[config.mk]
export PLATFORM = sky130hd
export DESIGN_NAME = tod_clock_core
export DESIGN_NICKNAME = d
export VERILOG_FILES = /design/src/rtl/tod_clock_pkg.sv /design/src/rtl/tod_clock_ctrl.sv /design/src/rtl/tod_clock_dp.sv /design/src/rtl/tod_clock_core.sv
export SDC_FILE = /design/constraint.sdc
export NUM_CORES = 1
export LEC_CHECK = 0
export ABC_AREA = 0
export CAP_MARGIN = 5
export CORE_MARGIN = 4
export CORE_UTILIZATION = 59
export DETAILED_ROUTE_END_ITERATION = 12
export PLACE_DENSITY = 0.81
export SYNTH_ARGS = -nofsm -noshare
export SYNTH_HDL_FRONTEND = slang
export SYNTH_SLANG_ARGS = --single-unit
[constraint.sdc]
create_clock -name clk -period 3.3 [get_ports clk]
set_clock_uncertainty 0.05 [all_clocks]
set_input_delay 0.33 -clock clk [delete_from_list [all_inputs] [get_ports clk]]
set_output_delay 0.33 -clock clk [all_outputs]
set_load 0.05 [all_outputs]
[src/rtl/tod_clock_pkg.sv]
package tod_clock_pkg;
  localparam int unsigned ADDR_W = 8;
  localparam int unsigned DATA_W = 32;

  localparam logic [ADDR_W-1:0] OFS_ID   = 8'h00;
  localparam logic [ADDR_W-1:0] OFS_RSV  = 8'h04;
  localparam logic [ADDR_W-1:0] OFS_CNT  = 8'h10;
  localparam logic [ADDR_W-1:0] OFS_ALM  = 8'h14;
  localparam logic [ADDR_W-1:0] OFS_CTL  = 8'h18;
  localparam logic [ADDR_W-1:0] OFS_STS  = 8'h1C;
  localparam logic [ADDR_W-1:0] OFS_TRIM = 8'h20;

  localparam logic [23:0] ID_CODE = 24'h030110;

  // control bit positions; periodic/alarm enables share positions with status flags
  localparam int unsigned CT_RUN  = 0;
  localparam int unsigned CT_WAKE = 1;
  localparam int unsigned FL_LO   = 2;
  localparam int unsigned FL_HI   = 7;
  localparam int unsigned FL_W    = FL_HI - FL_LO + 1;
  localparam int unsigned ST_DONE = 16;

  typedef struct packed {
    logic [14:0] day;
    logic [4:0]  hour;
    logic [5:0]  min;
    logic [5:0]  sec;
  } tod_t;

  typedef struct packed {
    logic tick;
    logic ldCnt;
    logic ldAlm;
    logic ldCtl;
    logic clrSts;
  } strobe_t;
endpackage

[src/rtl/tod_clock_ctrl.sv]
module tod_clock_ctrl
  import tod_clock_pkg::*;
#(
  parameter logic [7:0] REV = 8'h01
) (
  input  logic              clk,
  input  logic              rstN,
  input  logic              rtcTick,
  input  logic              busValid,
  input  logic              busWrite,
  input  logic [ADDR_W-1:0] busAddr,
  input  logic [DATA_W-1:0] busWdata,
  input  tod_t              cntVal,
  input  logic [DATA_W-1:0] almVal,
  input  logic [7:0]        ctlVal,
  input  logic [FL_W-1:0]   flagVal,
  output strobe_t           stb,
  output logic [DATA_W-1:0] cntData,
  output logic [DATA_W-1:0] almData,
  output logic [7:0]        ctlData,
  output logic [DATA_W-1:0] busRdata
);
  logic wrEn, selCnt, selAlm, selCtl, selSts, selTrim;
  logic pendCnt, pendAlm, pendCtl, writeDone;
  logic [DATA_W-1:0] trimReg;

  assign wrEn    = busValid & busWrite;
  assign selCnt  = (busAddr == OFS_CNT);
  assign selAlm  = (busAddr == OFS_ALM);
  assign selCtl  = (busAddr == OFS_CTL);
  assign selSts  = (busAddr == OFS_STS);
  assign selTrim = (busAddr == OFS_TRIM);

  always_ff @(posedge clk or negedge rstN) begin
    if (!rstN) begin
      pendCnt <= 1'b0;
      pendAlm <= 1'b0;
      pendCtl <= 1'b0;
      cntData <= '0;
      almData <= '0;
      ctlData <= '0;
      trimReg <= '0;
    end else begin
      if (rtcTick) begin
        pendCnt <= 1'b0;
        pendAlm <= 1'b0;
        pendCtl <= 1'b0;
      end
      if (wrEn && selCnt) begin
        pendCnt <= 1'b1;
        cntData <= busWdata;
      end
      if (wrEn && selAlm) begin
        pendAlm <= 1'b1;
        almData <= busWdata;
      end
      if (wrEn && selCtl) begin
        pendCtl <= 1'b1;
        ctlData <= busWdata[7:0];
      end
      if (wrEn && selTrim) trimReg <= busWdata;
    end
  end

  assign writeDone  = ~(pendCnt | pendAlm | pendCtl);
  assign stb.tick   = rtcTick;
  assign stb.ldCnt  = rtcTick & pendCnt;
  assign stb.ldAlm  = rtcTick & pendAlm;
  assign stb.ldCtl  = rtcTick & pendCtl;
  assign stb.clrSts = wrEn & selSts;

  always_comb begin
    unique case (busAddr)
      OFS_ID:   busRdata = {ID_CODE, REV};
      OFS_CNT:  busRdata = cntVal;
      OFS_ALM:  busRdata = almVal;
      OFS_CTL:  busRdata = {24'd0, ctlVal};
      OFS_STS:  busRdata = {15'd0, writeDone, 8'd0, flagVal, 2'b00};
      OFS_TRIM: busRdata = trimReg;
      default:  busRdata = '0;
    endcase
  end

  AST_DONE_DROPS: assert property (@(posedge clk) disable iff (!rstN)
    wrEn && (selCnt || selAlm || selCtl) |=> !writeDone);
  AST_DONE_RISES_ON_TICK: assert property (@(posedge clk) disable iff (!rstN)
    $rose(writeDone) |-> $past(rtcTick));
  AST_PENDING_KEPT: assert property (@(posedge clk) disable iff (!rstN)
    pendCnt && !rtcTick |=> pendCnt);
endmodule

[src/rtl/tod_clock_dp.sv]
module tod_clock_dp
  import tod_clock_pkg::*;
#(
  parameter int unsigned SUB_DIV = 32768
) (
  input  logic              clk,
  input  logic              rstN,
  input  strobe_t           stb,
  input  logic [DATA_W-1:0] cntData,
  input  logic [DATA_W-1:0] almData,
  input  logic [7:0]        ctlData,
  input  logic [FL_W-1:0]   clrMask,
  output tod_t              cntVal,
  output logic [DATA_W-1:0] almVal,
  output logic [7:0]        ctlVal,
  output logic [FL_W-1:0]   flagVal,
  output logic              irqOut,
  output logic              wakeOut
);
  localparam int unsigned DIV_W = $clog2(SUB_DIV);
  localparam logic [DIV_W-1:0] HALF_LAST = DIV_W'(SUB_DIV / 2 - 1);
  localparam logic [DIV_W-1:0] FULL_LAST = DIV_W'(SUB_DIV - 1);

  tod_t todNow, todNxt, almTod;
  logic [DIV_W-1:0] divCnt;
  logic [7:0] ctlReg;
  logic [FL_W-1:0] flags, setVec, clrVec;
  logic run, halfP, secP, minP, hourP, dayP, almHit;

  assign almTod = tod_t'(almVal);

  always_comb begin
    run    = stb.tick & ctlReg[CT_RUN] & ~stb.ldCnt;
    secP   = run & (divCnt == FULL_LAST);
    halfP  = run & ((divCnt == HALF_LAST) | (divCnt == FULL_LAST));
    minP   = secP & (todNow.sec == 6'd59);
    hourP  = minP & (todNow.min == 6'd59);
    dayP   = hourP & (todNow.hour == 5'd23);
    todNxt = todNow;
    if (secP) begin
      if (todNow.sec != 6'd59) todNxt.sec = todNow.sec + 6'd1;
      else begin
        todNxt.sec = '0;
        if (todNow.min != 6'd59) todNxt.min = todNow.min + 6'd1;
        else begin
          todNxt.min = '0;
          if (todNow.hour != 5'd23) todNxt.hour = todNow.hour + 5'd1;
          else begin
            todNxt.hour = '0;
            todNxt.day  = todNow.day + 15'd1;
          end
        end
      end
    end
    almHit = secP & (todNxt.hour == almTod.hour) & (todNxt.min == almTod.min)
                  & (todNxt.sec == almTod.sec);
    setVec = {halfP, secP, minP, hourP, dayP, almHit};
    clrVec = stb.clrSts ? clrMask : '0;
  end

  always_ff @(posedge clk or negedge rstN) begin
    if (!rstN) begin
      todNow <= '0;
      divCnt <= '0;
      almVal <= '0;
      ctlReg <= '0;
      flags  <= '0;
    end else begin
      if (stb.ldCnt) begin
        todNow <= tod_t'(cntData);
        divCnt <= '0;
      end else if (run) begin
        todNow <= todNxt;
        divCnt <= (divCnt == FULL_LAST) ? '0 : divCnt + 1'b1;
      end
      if (stb.ldAlm) almVal <= almData;
      if (stb.ldCtl) ctlReg <= ctlData;
      flags <= (flags & ~clrVec) | setVec;
    end
  end

  assign cntVal  = todNow;
  assign ctlVal  = ctlReg;
  assign flagVal = flags;
  assign irqOut  = |(flags & ctlReg[FL_HI:FL_LO]);
  assign wakeOut = flags[0] & ctlReg[CT_WAKE];

  AST_FROZEN_BETWEEN_TICKS: assert property (@(posedge clk) disable iff (!rstN)
    !stb.tick |=> $stable(todNow));
  AST_HOLD_WHEN_OFF: assert property (@(posedge clk) disable iff (!rstN)
    stb.tick && !ctlReg[CT_RUN] && !stb.ldCnt |=> $stable(todNow));
  AST_ALARM_STICKY: assert property (@(posedge clk) disable iff (!rstN)
    flags[0] && !(stb.clrSts && clrMask[0]) |=> flags[0]);
  AST_SEC_WRAP: assert property (@(posedge clk) disable iff (!rstN)
    secP && todNow.sec == 6'd59 |=> todNow.sec == 6'd0);
endmodule

[src/rtl/tod_clock_core.sv]
module tod_clock_core
  import tod_clock_pkg::*;
#(
  parameter int unsigned SUB_DIV = 32768,
  parameter logic [7:0]  REV     = 8'h01
) (
  input  logic              clk,
  input  logic              rstN,
  input  logic              rtcTick,
  input  logic              busValid,
  input  logic              busWrite,
  input  logic [ADDR_W-1:0] busAddr,
  input  logic [DATA_W-1:0] busWdata,
  output logic [DATA_W-1:0] busRdata,
  output logic              irqOut,
  output logic              wakeOut
);
  strobe_t stb;
  tod_t cntVal;
  logic [DATA_W-1:0] cntData, almData, almVal;
  logic [7:0] ctlData, ctlVal;
  logic [FL_W-1:0] flagVal;

  tod_clock_ctrl #(.REV(REV)) uCtrl (
    .clk(clk), .rstN(rstN), .rtcTick(rtcTick), .busValid(busValid),
    .busWrite(busWrite), .busAddr(busAddr), .busWdata(busWdata),
    .cntVal(cntVal), .almVal(almVal), .ctlVal(ctlVal), .flagVal(flagVal),
    .stb(stb), .cntData(cntData), .almData(almData), .ctlData(ctlData),
    .busRdata(busRdata)
  );

  tod_clock_dp #(.SUB_DIV(SUB_DIV)) uDp (
    .clk(clk), .rstN(rstN), .stb(stb), .cntData(cntData), .almData(almData),
    .ctlData(ctlData), .clrMask(busWdata[FL_HI:FL_LO]), .cntVal(cntVal),
    .almVal(almVal), .ctlVal(ctlVal), .flagVal(flagVal), .irqOut(irqOut),
    .wakeOut(wakeOut)
  );
endmodule

==> impl_metrics.csv <==
group,metric,value,unit
worst_hold_path,holdPathStages,2,
timing,tns,0,ns
layout,layout-drive-gt1-share,27.74,%
global_routing,antenna_found_initial,0,
logic_synthesis,synth_seq_area_share,50.88,%
timing,relSlewSlack,35.97,%
drt,drc,0,
layout,nets,1021,
run,max_cap_violations,0,
layout,diodes,0,
floorplanning,std_cell_rows,46,
logic_synthesis,async_flop_share,100.0,%
timing,rsz0062_at_grt,"false",
setup_path,r2r_cells,8,
drt,first_pass_iters,7,
global_routing,grt_pass1_vias,7859,
timing,hold_slack,0.4318,ns
floorplanning,die_area,18800,µm²
clock_tree,clk_latency,0.44,ns
place,placed_area,11350,µm²
power_and_ir_drop,ir_worst_vdd,364.1,µV
floorplanning,num_io_pins,79,
clock_tree,root_buffer,"clkbuf_16",
floorplanning,die_y,137.1,µm
layout,layout_commonest_cell,"dfrtp_1",
timing,worst_pin_slew,0.9569,ns
setup_path,reg2reg_from,"uDp.cntVal[0]",
logic_synthesis,ys_seq_elements,200,
clock_tree,cts_buffer_depth,2,
timing,drv_slew,0,
timing,hold_viol,0,
timing,fmax,325.3,MHz
clock_tree,clkTransAtPathRegs,0.08,ns
floorplanning,die_x,137.1,µm
worst_hold_path,min_path_type,"reg2reg",
logic_synthesis,ys.flop_type,"dfrtp_1",
timing,fin_crit,3.074,ns
logic_synthesis,synthesis.area,9836,µm²
timing,setup_viol,0,
drt,routedWlPerCell,21.88,µm
setup_path,worstPathArrival,3.38,ns
timing,fin_crit_sh,93.17,%
logic_synthesis,synthesis.nets,931,
place,gp_routability_congestion,0.9891,
power_and_ir_drop,p_leak,5.659,nW
setup_path,endpoint_kind,"register",
logic_synthesis,synth_cell_types,63,
logic_synthesis,syn_area_per_cell,11.16,µm²
clock_tree,cts.sinks,200,
setup_path,timing.rr.end,"uDp.flagVal[0]",
floorplanning,start_util,61.03,%
setup_path,reg2reg_slack,0.23,ns
setup_path,crit_fanout,9,
clock_tree,cts_tree,"done",
layout,final_area,11940,µm²
power_and_ir_drop,powerDensity,403.3,nW/µm²
place,portBuffers,78,
global_routing,grt_use_total,29.30,%
place,dp_hpwl,18.44,mm
global_routing,grt_max_degree,100,
layout,area_growth_syn_to_layout,21.40,%
logic_synthesis,syn_inst,881,
clock_tree,htreeDepth,4,
drt,avgViaCountPerCell,6.539,
worst_hold_path,hp-start,"uCtrl.cntData[7]",
global_routing,grt_first_pass_wirelength,42.32,mm
layout,layout_common_cells,"200 x dfrtp_1, 152 x mux2_2, 59 x nand2_1, 47 x o21ai_0, 45 x clkdlybuf4s50_1",
setup_path,critPathKind,"reg2reg",
drt,wirelength,26.25,mm
status,status,"complete, no violations",
worst_hold_path,whs_endpoint,"uDp.cntVal[7]",
drt,drt-initial-drc-count,899,
logic_synthesis,synth_edf_count,0,
clock_tree,cts_setup_buffers,0,
power_and_ir_drop,power,4.815,mW
setup_path,required,3.60,ns
clock_tree,cts_buffers,17,
global_routing,overflow,0,
logic_synthesis,ys_warn_count,0,
drt,num_vias,7847,
floorplanning,core_area,16120,µm²
drt,antenna_left,0,
setup_path,cp-start-kind,"register",
## cell usage after synthesis (all sizes together), types with 6 or more instances
| library cell | count | share of area [%] |
|---|---|---|
| dfrtp | 200 | 51 |
| mux2 | 152 | 17 |
| nand2 | 59 | 2.3 |
| o21ai | 49 | 2.5 |
| nor2 | 45 | 1.8 |
| a21oi | 36 | 1.8 |
| clkbuf | 34 | 1.3 |
| inv | 31 | 1.2 |
| nand3 | 29 | 1.5 |
| a22oi | 27 | 2.1 |
| a222oi | 20 | 2.0 |
| buf | 17 | 0.84 |
| nor3 | 12 | 0.66 |
| nand4 | 11 | 0.76 |
| a221o | 10 | 1.0 |
| and3 | 9 | 0.57 |
| nor4 | 9 | 0.57 |
| xor2 | 9 | 0.80 |
| and2 | 8 | 0.51 |
| mux2i | 7 | 0.71 |
| nand2b | 7 | 0.45 |
| and4 | 6 | 0.53 |
| o22ai | 6 | 0.38 |
## registers in the layout (all words and copies together), names as in the netlist
name / flops
uCtrl.trimReg: 32
uDp.almVal: 32
uDp.cntVal: 32
uCtrl.ctlData: 8
uDp.divCnt: 15
uCtrl.almData: 32
uCtrl.cntData: 32
uCtrl.pendCnt: 1
uCtrl.pendAlm: 1
uDp.ctlVal: 8
uDp.flagVal: 6
uCtrl.pendCtl: 1
## where the power goes
| group | switching, mW | total (mW) | internal, mW | leakage, nW |
|---|---|---|---|---|
| Combinational | 0.129 | 0.236 | 0.107 | 2.60 |
| Sequential | 0.0327 | 2.52 | 2.49 | 2.78 |
| Clock | 0.969 | 2.05 | 1.08 | 0.281 |
| Total | 1.13 | 4.81 | 3.68 | 5.66 |
## area by class of cell
class / instances / area (µm²)
repair buffers: 122 / 1450
multi-input cells: 597 / 4516
fillers: 1116 / 4175
inverters: 33 / 123.9
clock inverters: 13 / 132.6
well taps: 216 / 270.3
clock buffers: 19 / 442.9
flip-flops and latches: 200 / 5005
## metrics by stage
stage	setup slack [ns]	utilization [%]	instances
floorplan	0.4371	-	881
global placement	0.3418	70.43	1167
detailed placement	0.1814	70.43	1167
CTS	0.1608	74.07	1200
global route	0.07057	74.09	1200
finish	0.2255	74.09	1200
## logic make-up after synthesis
family | synth area share [%]
multiplexers | 18.11
adder cells (fa/ha/maj) | 0.6361
XOR/XNOR | 1.069
flip-flops | 50.88
AO/OA/AOI/OAI | 14.41
buffers and inverters | 3.397
AND/OR/NAND/NOR | 11.49
## worst max path at each step
stage / slack, ns / endpoint / cells after the start / start
3_5_place_dp: 0.18 / uDp.flagVal[0] / 8 / uDp.cntVal[0]
5_1_grt: 0.07 / uDp.cntVal[30] / 8 / uDp.cntVal[0]
3_3_place_gp: 0.34 / uDp.flagVal[0] / 8 / uDp.cntVal[0]
4_1_cts: 0.16 / uDp.flagVal[0] / 8 / uDp.cntVal[0]
6_report: 0.23 / uDp.flagVal[0] / 8 / uDp.cntVal[0]
2_1_floorplan: 0.44 / busRdata[1] / 4 / busAddr[7]
## worst max-delay path, cell delays in order (launching register included)
cell	delay, ns
dfrtp_1	0.50
ha_1	0.35
nand4b_1	0.21
or4_4	0.53
or3_4	0.46
a22oi_2	0.21
xor2_1	0.29
nand4_1	0.16
o31ai_2	0.22
## routing by layer
layer	vias up	global-route usage (%)	routed length [µm]
met1	3933	42.18	11140
li1	3488	-	-
met2	370	43.90	12180
met5	-	0	0
met3	56	7.132	2289
met4	0	9.867	641
## timing repair
item / CTS / global route
hold endpoints to repair: 96 / 0
setup endpoints to repair: 0 / 2
hold buffers: 1 / 0
gates resized for setup: 0 / 1
Note: power is estimated with default switching activity, not from simulation.
